<file path="src/rtl/spi_byte_pkg.sv">
package spi_byte_pkg;

  localparam int ADDR_MODE = 0;
  localparam int ADDR_RXD  = 1;
  localparam int ADDR_TXD  = 2;
  localparam int ADDR_CTRL = 3;
  localparam int ADDR_STAT = 4;
  localparam int ADDR_CDM  = 6;

  localparam int MB_LOOP = 0;
  localparam int MB_CI   = 1;
  localparam int MB_RD   = 2;
  localparam int MB_SPE  = 3;
  localparam int MB_SCP  = 4;
  localparam int MODE_BITS = 5;

  typedef enum logic [1:0] {
    ST_IDLE,
    ST_SHIFT,
    ST_FINISH,
    ST_TAIL
  } xferState_t;

  typedef struct packed {
    logic load;
    logic sample;
    logic shift;
    logic toggle;
  } dpStrobe_t;

endpackage

</file>
<file path="src/rtl/spi_byte_ctrl.sv">
module spi_byte_ctrl
  import spi_byte_pkg::*;
#(
  parameter int DATA_W = 8,
  parameter int DIV_W  = 8,
  parameter int ADDR_W = 3
) (
  input  logic              clk,
  input  logic              rstN,
  input  logic [ADDR_W-1:0] busAddr,
  input  logic              busWrEn,
  input  logic [DATA_W-1:0] busWrData,
  input  logic              busRdEn,
  output logic [DATA_W-1:0] busRdData,
  output logic              irq,
  input  logic [DATA_W-1:0] rxShiftIn,
  output logic [DATA_W-1:0] txByte,
  output dpStrobe_t         strobes,
  output logic              spe,
  output logic              ci,
  output logic              lsbFirst,
  output logic              loopEn,
  output logic              busy
);

  localparam int EDGES  = 2 * DATA_W;
  localparam int EDGE_W = $clog2(EDGES);

  xferState_t           state;
  logic [MODE_BITS-1:0] modeReg;
  logic [DATA_W-1:0]    txReg;
  logic [DATA_W-1:0]    rxReg;
  logic [DIV_W-1:0]     cdmReg;
  logic                 rbrFlag;
  logic [DIV_W:0]       divCnt;
  logic [EDGE_W-1:0]    edgeCnt;

  logic wrMode, wrTx, wrCdm, startReq, startGo, rdRx;
  logic edgeNow, leading, lastEdge, scp;
  logic [DIV_W:0] halfLimit;

  assign spe      = modeReg[MB_SPE];
  assign ci       = modeReg[MB_CI];
  assign lsbFirst = modeReg[MB_RD];
  assign loopEn   = modeReg[MB_LOOP];
  assign scp      = modeReg[MB_SCP];
  assign busy     = (state != ST_IDLE);
  assign irq      = rbrFlag;
  assign txByte   = txReg;

  assign wrMode   = busWrEn && (busAddr == ADDR_W'(ADDR_MODE));
  assign wrTx     = busWrEn && (busAddr == ADDR_W'(ADDR_TXD));
  assign wrCdm    = busWrEn && (busAddr == ADDR_W'(ADDR_CDM));
  assign startReq = busWrEn && (busAddr == ADDR_W'(ADDR_CTRL)) && busWrData[0];
  assign startGo  = startReq && spe && (state == ST_IDLE);
  assign rdRx     = busRdEn && (busAddr == ADDR_W'(ADDR_RXD));

  // half period of SCK is 2*(cdm+1) clocks: terminal count 2*cdm+1
  assign halfLimit = {cdmReg, 1'b1};
  assign edgeNow   = (state == ST_SHIFT) && (divCnt == halfLimit);
  assign leading   = ~edgeCnt[0];
  assign lastEdge  = (edgeCnt == EDGE_W'(EDGES - 1));

  always_comb begin
    strobes.load   = startGo;
    strobes.toggle = edgeNow;
    strobes.sample = edgeNow && (leading == scp);
    // phase-1 timing: first leading edge presents a bit already on the line
    strobes.shift  = edgeNow && (leading != scp) &&
                     !(!scp && (edgeCnt == '0));
  end

  always_comb begin
    busRdData = '0;
    case (busAddr)
      ADDR_W'(ADDR_MODE): busRdData = DATA_W'(modeReg);
      ADDR_W'(ADDR_RXD):  busRdData = rxReg;
      ADDR_W'(ADDR_TXD):  busRdData = txReg;
      ADDR_W'(ADDR_STAT): busRdData = DATA_W'({busy, rbrFlag});
      ADDR_W'(ADDR_CDM):  busRdData = DATA_W'(cdmReg);
      default:            busRdData = '0;
    endcase
  end

  always_ff @(posedge clk or negedge rstN) begin
    if (!rstN) begin
      state   <= ST_IDLE;
      modeReg <= '0;
      txReg   <= '0;
      rxReg   <= '0;
      cdmReg  <= '0;
      rbrFlag <= 1'b0;
      divCnt  <= '0;
      edgeCnt <= '0;
    end else begin
      if (wrMode) modeReg <= busWrData[MODE_BITS-1:0];
      if (wrTx)   txReg   <= busWrData;
      if (wrCdm)  cdmReg  <= busWrData[DIV_W-1:0];

      case (state)
        ST_IDLE: begin
          if (startGo) begin
            state   <= ST_SHIFT;
            divCnt  <= '0;
            edgeCnt <= '0;
          end
        end
        ST_SHIFT: begin
          if (edgeNow) begin
            divCnt  <= '0;
            edgeCnt <= edgeCnt + 1'b1;
            if (lastEdge) state <= ST_FINISH;
          end else begin
            divCnt <= divCnt + 1'b1;
          end
        end
        ST_FINISH: begin
          rxReg <= rxShiftIn;
          state <= ST_TAIL;
        end
        default: state <= ST_IDLE;
      endcase

      if (state == ST_FINISH) rbrFlag <= 1'b1;
      else if (rdRx)          rbrFlag <= 1'b0;
    end
  end

  assert_rbr_before_idle_R8: assert property (@(posedge clk) disable iff (!rstN)
    $fell(busy) |-> $past(rbrFlag));

  assert_ready_while_busy_R8: assert property (@(posedge clk) disable iff (!rstN)
    $rose(rbrFlag) |-> busy);

  assert_read_clears_R9: assert property (@(posedge clk) disable iff (!rstN)
    (rdRx && state != ST_FINISH) |=> !irq);

  assert_restart_ignored_R10: assert property (@(posedge clk) disable iff (!rstN)
    (startReq && state == ST_SHIFT && !edgeNow) |=>
      (edgeCnt == $past(edgeCnt) && divCnt == $past(divCnt) + 1'b1));

  assert_disabled_no_start_R11: assert property (@(posedge clk) disable iff (!rstN)
    (!busy && !spe) |=> !busy);

endmodule

</file>
<file path="src/rtl/spi_byte_datapath.sv">
module spi_byte_datapath
  import spi_byte_pkg::*;
#(
  parameter int DATA_W = 8
) (
  input  logic              clk,
  input  logic              rstN,
  input  dpStrobe_t         strobes,
  input  logic [DATA_W-1:0] txByte,
  input  logic              lsbFirst,
  input  logic              loopEn,
  input  logic              ci,
  input  logic              spe,
  input  logic              busy,
  input  logic              miso,
  output logic              sck,
  output logic              mosi,
  output logic [DATA_W-1:0] rxShift
);

  logic [DATA_W-1:0] txShift;
  logic              sckLevel;
  logic              outBit;
  logic              inBit;

  assign outBit = lsbFirst ? txShift[0] : txShift[DATA_W-1];
  assign inBit  = loopEn ? outBit : miso;
  assign sck    = spe ? (sckLevel ^ ci) : ci;
  assign mosi   = spe && busy && outBit;

  always_ff @(posedge clk or negedge rstN) begin
    if (!rstN) begin
      txShift  <= '0;
      rxShift  <= '0;
      sckLevel <= 1'b0;
    end else begin
      if (strobes.load) begin
        txShift  <= txByte;
        sckLevel <= 1'b0;
      end else begin
        if (strobes.toggle) sckLevel <= ~sckLevel;
        if (strobes.shift) begin
          if (lsbFirst) txShift <= {1'b0, txShift[DATA_W-1:1]};
          else          txShift <= {txShift[DATA_W-2:0], 1'b0};
        end
        if (strobes.sample) begin
          if (lsbFirst) rxShift <= {inBit, rxShift[DATA_W-1:1]};
          else          rxShift <= {rxShift[DATA_W-2:0], inBit};
        end
      end
    end
  end

  assert_sck_rests_R3: assert property (@(posedge clk) disable iff (!rstN)
    !busy |-> !sckLevel);

  assert_edges_only_busy_R4: assert property (@(posedge clk) disable iff (!rstN)
    (strobes.sample || strobes.shift || strobes.toggle) |-> busy);

  assert_one_action_R4: assert property (@(posedge clk) disable iff (!rstN)
    !(strobes.sample && strobes.shift));

endmodule

</file>
<file path="src/rtl/spi_byte_master.sv">
module spi_byte_master
  import spi_byte_pkg::*;
#(
  parameter int DATA_W = 8,
  parameter int DIV_W  = 8,
  parameter int ADDR_W = 3
) (
  input  logic              clk,
  input  logic              rstN,
  input  logic [ADDR_W-1:0] busAddr,
  input  logic              busWrEn,
  input  logic [DATA_W-1:0] busWrData,
  input  logic              busRdEn,
  output logic [DATA_W-1:0] busRdData,
  output logic              irq,
  output logic              sck,
  output logic              mosi,
  input  logic              miso
);

  dpStrobe_t         strobes;
  logic [DATA_W-1:0] txByte;
  logic [DATA_W-1:0] rxShift;
  logic              spe, ci, lsbFirst, loopEn, busy;

  spi_byte_ctrl #(.DATA_W(DATA_W), .DIV_W(DIV_W), .ADDR_W(ADDR_W)) i_ctrl (
    .clk       (clk),
    .rstN      (rstN),
    .busAddr   (busAddr),
    .busWrEn   (busWrEn),
    .busWrData (busWrData),
    .busRdEn   (busRdEn),
    .busRdData (busRdData),
    .irq       (irq),
    .rxShiftIn (rxShift),
    .txByte    (txByte),
    .strobes   (strobes),
    .spe       (spe),
    .ci        (ci),
    .lsbFirst  (lsbFirst),
    .loopEn    (loopEn),
    .busy      (busy)
  );

  spi_byte_datapath #(.DATA_W(DATA_W)) i_dp (
    .clk      (clk),
    .rstN     (rstN),
    .strobes  (strobes),
    .txByte   (txByte),
    .lsbFirst (lsbFirst),
    .loopEn   (loopEn),
    .ci       (ci),
    .spe      (spe),
    .busy     (busy),
    .miso     (miso),
    .sck      (sck),
    .mosi     (mosi),
    .rxShift  (rxShift)
  );

endmodule

</file>
<file path="config.mk">
export PLATFORM = sky130hd
export DESIGN_NAME = spi_byte_master
export DESIGN_NICKNAME = d
export VERILOG_FILES = /design/src/rtl/spi_byte_pkg.sv /design/src/rtl/spi_byte_ctrl.sv /design/src/rtl/spi_byte_datapath.sv /design/src/rtl/spi_byte_master.sv
export SDC_FILE = /design/constraint.sdc
export NUM_CORES = 1
export LEC_CHECK = 0
export BUFFER_PORTS_ARGS = -buffer_cell sky130_fd_sc_hd__buf_2
export CORE_MARGIN = 3
export CORE_UTILIZATION = 60
export DETAILED_ROUTE_END_ITERATION = 16
export HOLD_SLACK_MARGIN = 0.08
export PLACE_DENSITY = 0.8
export RECOVER_POWER = 50
export SYNTH_ARGS = -nofsm -noshare
export SYNTH_HDL_FRONTEND = slang
export SYNTH_SLANG_ARGS = --single-unit
export TNS_END_PERCENT = 50
</file>
<file path="constraint.sdc">
create_clock -name clk -period 2.1 [get_ports clk]
set_input_delay 0.315 -clock clk [delete_from_list [all_inputs] [get_ports clk]]
set_output_delay 0.315 -clock clk [all_outputs]
set_load 0.02 [all_outputs]
</file>
# Yosys cells after proc, flatten, opt, wreduce, memory -nomap -nowiden
# Cells that the tools add are included.
[totals] ff_bits=62 latch_bits=0 ram_bits=0 rom_bits=0 input_bits=16 out_inout_bits=11 wordCells=82 mem_count=0
[classes] n_addsub=2 multipliers=0 div=0 order_cmp=0 n_eq_ne=14 shifts=0 muxes=22 bitwise_logic=4 n_reduce_logical=29
[ops] cell="8-bit case mux with 5 select lines" count=1
[ops] cell="8-bit 2-to-1 mux" count=4
[ops] cell="9-bit 2-to-1 mux" count=2
[ops] cell="9-bit case mux with 2 select lines" count=1
[ops] cell="1-bit logical AND" count=15
[ops] cell="2-bit nonzero test" count=5
[ops] cell="9-bit by 1-bit adder with 9-bit output (second input constant)" count=1
[ops] cell="9-bit == test" count=1
[ops] cell="4-bit 2-to-1 mux" count=2
[ops] cell="4-bit case mux with 2 select lines" count=1
[ops] cell="1-bit 2-to-1 mux" count=7
[ops] cell="3-bit by 2-bit == test with 1-bit output (second input constant)" count=2
[ops] cell="3-bit == test (second input constant)" count=2
[ops] cell="2-bit 2-to-1 mux" count=3
[ops] cell="2-bit by 1-bit != test with 1-bit output (second input constant)" count=3
[ops] cell="2-bit case mux with 3 select lines" count=1
[ops] cell="3-bit AND reduction" count=2
[ops] cell="4-bit by 1-bit adder with 4-bit output (second input constant)" count=1
[ops] cell="4-bit == test (second input constant)" count=1
[ops] cell="4-bit zero test" count=1
[ops] cell="2-bit AND reduction" count=2
[ops] cell="3-bit by 1-bit == test with 1-bit output (second input constant)" count=1
[ops] cell="3-bit zero test" count=1
[ops] cell="1-bit NOT" count=3
[ops] cell="7 further kinds" count=8

# Depth between registers and ports, before layout
[depth] depth_word=7 ltp_mapped=8 depth_no_buf=7

# Cells and area by module
# Synthesis repeated with hierarchy kept, for this count alone.
[unflattened] cells_unflattened=328 area_unflattened_um2=3437.0
[modules_own_cells] mod="spi_byte_ctrl" instances=1 cells_each=238 area_each_um2=2498.6
[modules_own_cells] mod="spi_byte_datapath" instances=1 cells_each=90 area_each_um2=938.4

# Worst setup path after synthesis
# Ideal clock, no wire load.
[synth_timing] path_type="reg2reg" startpoint="reg i_ctrl.edgeCnt[0]" endpoint="reg i_ctrl.state[1]" t_arrival_ns=1.820 required_ns=1.972 slack_ns=0.152 path_stages_with_launch=7 path_buffers=0 cell_sequence="dfrtp_1 ha_1 and3_1 and3_1 or4b_1 a21oi_1 mux2_1"
[synth_via] elab_chain_len=3
[synth_rtl] item="from (decl)" line="spi_byte_ctrl.sv:36" text="logic [EDGE_W-1:0] edgeCnt;"
[synth_rtl] item="from (signal assigned)" line="spi_byte_ctrl.sv:111" text="edgeCnt <= edgeCnt + 1'b1;"
[synth_rtl] item="4-bit == test" line="spi_byte_ctrl.sv:62" text="assign lastEdge = (edgeCnt == EDGE_W'(EDGES - 1));"
[synth_rtl] item="2-bit by 1-bit != test with 1-bit output (no source line)"
[synth_rtl] item="3-bit AND reduction (no source line)"
[synth_rtl] item="to (signal assigned)" line="spi_byte_ctrl.sv:87" text="state <= ST_IDLE;"
[synth_rtl] item="to (signal assigned)" line="spi_byte_ctrl.sv:103" text="state <= ST_SHIFT;"
[synth_rtl] item="to (signal assigned)" line="spi_byte_ctrl.sv:112" text="if (lastEdge) state <= ST_FINISH;"
[synth_rtl] item="to (decl)" line="spi_byte_ctrl.sv:29" text="xferState_t state;"
# No other way between the ends.
# A chain may end at the register's enable or synchronous reset.

# Worst setup path in the final report
[layout_timing] startpoint="reg i_ctrl.divCnt[1]" endpoint="reg i_dp.txShift[3]"
[layout_via] elab_chain_len=5
[layout_rtl] item="from (decl)" line="spi_byte_ctrl.sv:35" text="logic [DIV_W:0] divCnt;"
[layout_rtl] item="from (signal assigned)" line="spi_byte_ctrl.sv:114" text="divCnt <= divCnt + 1'b1;"
[layout_rtl] item="9-bit == test" line="spi_byte_ctrl.sv:60" text="assign edgeNow = (state == ST_SHIFT) && (divCnt == halfLimit);"
[layout_rtl] item="1-bit logical AND" line="spi_byte_ctrl.sv:60"
[layout_rtl] item="1-bit logical AND (2 in a row)" line="spi_byte_ctrl.sv:69" text="strobes.shift = edgeNow && (leading != scp) &&"
[layout_rtl] item="2-bit nonzero test (no source line)"
[layout_rtl] item="to (signal assigned)" line="spi_byte_datapath.sv:38" text="txShift <= txByte;"
[layout_rtl] item="to (signal assigned)" line="spi_byte_datapath.sv:43" text="if (lsbFirst) txShift <= {1'b0, txShift[DATA_W-1:1]};"
[layout_rtl] item="to (signal assigned)" line="spi_byte_datapath.sv:44" text="else txShift <= {txShift[DATA_W-2:0], 1'b0};"
[layout_rtl] item="to (decl)" line="spi_byte_datapath.sv:21" text="logic [DATA_W-1:0] txShift;"
# No other way between the ends.

==> flow_summary_export.csv <==
group,metric,value,unit
floorplanning,fp-row-count,27,
min_path,worstHoldEndpoint,"i_ctrl.txByte[5]$_DFFE_PN0P_",
grt,grt_overflow,0,
critical_path,path_class,"flip-flop to flip-flop",
synth,yosys_warnings,0,
status,status,"complete, no violations",
synth,synth_most_common_cell,"dfrtp_1",
power,power_density,1170,nW/um^2
synth,syn_avg_cell_area,10.5,um^2
finish,fillers,350,
clock_tree,htreeDepth,3,
floorplanning,start_util,62.9,%
critical_path,r2r_start,"i_ctrl.divCnt[1]$_DFFE_PN0P_",
critical_path,endpoint_kind,"flip-flop",
place,port_buffers,26,
finish,area_growth,23.4,%
power,internal_power,3.01,mW
sta,setup-tns-final,0,ps
routing,routed_wl,9.36,mm
min_path,worstHoldPathType,"input pin to flip-flop",
power,power.switching,2.06,mW
sta,rsz0062_at_grt,"true",
synth,syn-cell-area,3500,um^2
sta,setup_viol,0,
clock_tree,clk_pin_slew,80,ps
synth,synthArstFlopShare,100,%
synth,synth_top_area_cell,"dfrtp_1",
min_path,holdPathStages,2,
sta,worstMarginPinSlew,1380,ps
synth,synth_seq_area_share,44.3,%
synth,ys_types,54,
power,power_frac_seq,36.8,%
min_path,worstHoldStart,"busWrData[5]",
power,power.leakage,1.87,nW
power,vdd_drop_max,0.887,mV
critical_path,reg2reg_to,"i_dp.txShift[3]$_DFFE_PN0P_",
place,hpwl,6.30,mm
place,place_area,3900,um^2
grt,grt_pass1_vias,2776,
sta,slew_violations,0,
sta,max-slew-margin-rel,8.24,%
finish,antennaDiodeCount,0,
grt,grt_use_total,28.4,%
floorplanning,io_pins,27,
power,share_comb_of_total_power,41.3,%
clock_tree,cts_buffer_depth,2,
sta,fin_worst_skew,16.8,ps
critical_path,path_delay_family,"simple AND/OR/NAND/NOR gates",
clock_tree,cts_made_buffers,9,
sta,final_hold_viol_count,0,
grt,grt_max_degree,40,
flow_run,max_cap_violations,0,
synth,synth-edff-count,0,
clock_tree,cts_tree,"done",
power,switching_share,40.7,%
routing,vias,2998,
finish,final_nets,414,
synth,ys.flop_type,"dfrtp_1",
finish,fin_area,4320,um^2
critical_path,reg2reg_depth,6,
routing,vias_per_cell,6.39,
routing,drtAntennaViolNets,0,
floorplanning,core_area,5570,um^2
finish,drive_gt1_share,37.8,%
grt,antenna_found_initial,0,
critical_path,start_kind,"flip-flop",
clock_tree,clkSinkCount,62,
sta,clock.fmax,0.483,GHz
synth,synth.top_cell.area_share,44.3,%
synth,syn_nets,355,
place,place.gp.congestion,0.879,
synth,synth_area_leaders,"dfrtp_1 44%, mux2_2 14%, nand2_1 3.6%, a2111oi_2 2.6%, mux2i_1 2.3%",
critical_path,critPathMaxFanout,10,
floorplanning,die_h,82.4,um
critical_path,crit_buf_inv,1,
routing,drc,0,
sta,finalCriticalPeriod,2070,ps
critical_path,r2r_slack,30,ps
floorplanning,die-area,6790,um^2
floorplanning,die_x,82.4,um
clock_tree,clock_latency,350,ps
synth,synthCells,333,
synth,synth_commonest_cells,"62 x dfrtp_1, 45 x mux2_2, 34 x nand2_1",
routing,dr.first_iter.drc_count,217,
power,clkPwrFrac,21.9,%
critical_path,crit_arrival,2300,ps
routing,post_drt_wl_per_cell,20.0,um
clock_tree,ctsRootBufferMaster,"clkbuf_8",
routing,drt_first_pass_iters,5,
critical_path,cp_slowest_cell,"or4_4",
critical_path,cp_slowest_stage_delay,570,ps
sta,finalCritPeriodShare,98.6,%
synth,synth_seq_cells,62,
critical_path,required,2330,ps
critical_path,path_cells,"nand2b_1, o2111ai_4, or4_4, buf_8, a2111oi_2, o31ai_1",
grt,grt_pass1_wl,14.1,mm
## worst max path at each step
stage | slack (ps) | endpoint | start | cells after the start
floorplan | 150 | i_ctrl.state[1]$_DFFE_PN0P_ | i_ctrl.edgeCnt[0]$_DFFE_PN0P_ | 6
global placement | 100 | i_ctrl.state[1]$_DFFE_PN0P_ | i_ctrl.edgeCnt[1]$_DFFE_PN0P_ | 6
detailed placement | 10 | i_ctrl.state[1]$_DFFE_PN0P_ | i_ctrl.edgeCnt[1]$_DFFE_PN0P_ | 6
CTS | 3 | mosi | i_ctrl.state[0]$_DFFE_PN0P_ | 6
global route | -40 | i_dp.txShift[2]$_DFFE_PN0P_ | i_ctrl.cdmReg[3]$_DFFE_PN0P_ | 7
finish | 30 | i_dp.txShift[3]$_DFFE_PN0P_ | i_ctrl.divCnt[1]$_DFFE_PN0P_ | 6
## cells in the final DEF, fill, tap and decap left out, types with 3 or more instances in the layout
master and count:
a2111oi_4 4, a21oi_1 11, a22o_1 3, a31oi_1 7
and3_1 5, buf_2 23, buf_4 33, clkbuf_8 10
clkinvlp_4 3, dfrtp_1 59, dfrtp_2 3, ha_1 4
inv_1 11, mux2_2 45, mux2i_1 8, nand2_1 34
nand3_1 11, nor2_1 13, nor2b_1 12, nor3_1 4
o211ai_1 4, o21ai_0 15, o311ai_0 3, o31ai_1 8
xnor2_2 5
## worst register-to-register path, stage by stage, from the launching register on
cell and delay [ps]:
dfrtp_1 450, nand2b_1 150, o2111ai_4 200, or4_4 570, buf_8 170, a2111oi_2 320
o31ai_1 100
## stage by stage
step	std cells	power (mW)	utilization (%)	setup slack [ps]	hold WS (ps)
detailed placement	446	3.61	70.0	14.5	359
global placement	446	3.53	70.0	97.6	347
global route	469	5.34	77.5	-39.9	219
finish	469	5.07	77.5	29.8	215
CTS	463	4.74	73.9	3.05	207
floorplan	333	2.96	-	152	19.4
## repair_timing
action                                  in CTS  in global routing
pin swaps                                    0                  5
resized for setup                            1                 27
endpoints found under the setup margin       3                 15
cloned                                       0                  1
hold endpoints to repair                    23                  0
hold buffers                                 1                  0
buffers inserted                             0                  5
## per-layer routing
layer	global-route usage (%)	up-vias	share of wire, %
met5	0	-	0
met4	12.1	0	2.4
met3	4.99	25	6.0
met2	41.6	127	47
met1	41.2	1493	45
li1	-	1353	-
## cell type report
| type | instances | area (um^2) | area share, % |
|---|---|---|---|
| clock buffer | 10 | 138 | 3.18 |
| clock inverter | 6 | 70.1 | 1.62 |
| inverter | 12 | 48.8 | 1.13 |
| multi-input combinational | 244 | 1990 | 46.1 |
| sequential | 62 | 1560 | 36.0 |
| tap | 72 | 90.1 | 2.08 |
| timing repair buffer | 63 | 429 | 9.93 |
## flip-flops by register name, indices dropped and copies added (netlist names)
register and flops:
i_ctrl.rxReg 8, i_ctrl.state 2, i_ctrl.edgeCnt 4, i_ctrl.divCnt 9
i_dp.rxShift 8, i_ctrl.cdmReg 8, i_ctrl.irq 1, i_ctrl.txByte 8
i_dp.txShift 8, i_dp.sckLevel 1, i_ctrl.modeReg 5
## cell families (layout without fill, tap and decap cells)
kind of cell / Yosys count / after routing / share of synthesized area [%]
AOI/OAI and AO/OA: 73 / 73 / 16.0
muxes: 54 / 54 / 17.1
buffers and inverters: 27 / 91 / 3.04
xor gates and xnor gates: 9 / 9 / 2.25
and+or+nand+nor: 102 / 102 / 15.2
DFF: 62 / 62 / 44.3
adders and majority gates: 6 / 6 / 2.14
## power groups by stage
stage | registers [mW] | clock network [mW] | logic, mW
finish | 1.86 | 1.11 | 2.09
global route | 1.90 | 1.17 | 2.27
detailed placement | 1.82 | 0 | 1.79
global placement | 1.81 | 0 | 1.71
floorplan | 1.75 | 0 | 1.22
CTS | 1.81 | 1.12 | 1.82
(Power assumes the default switching activity.)
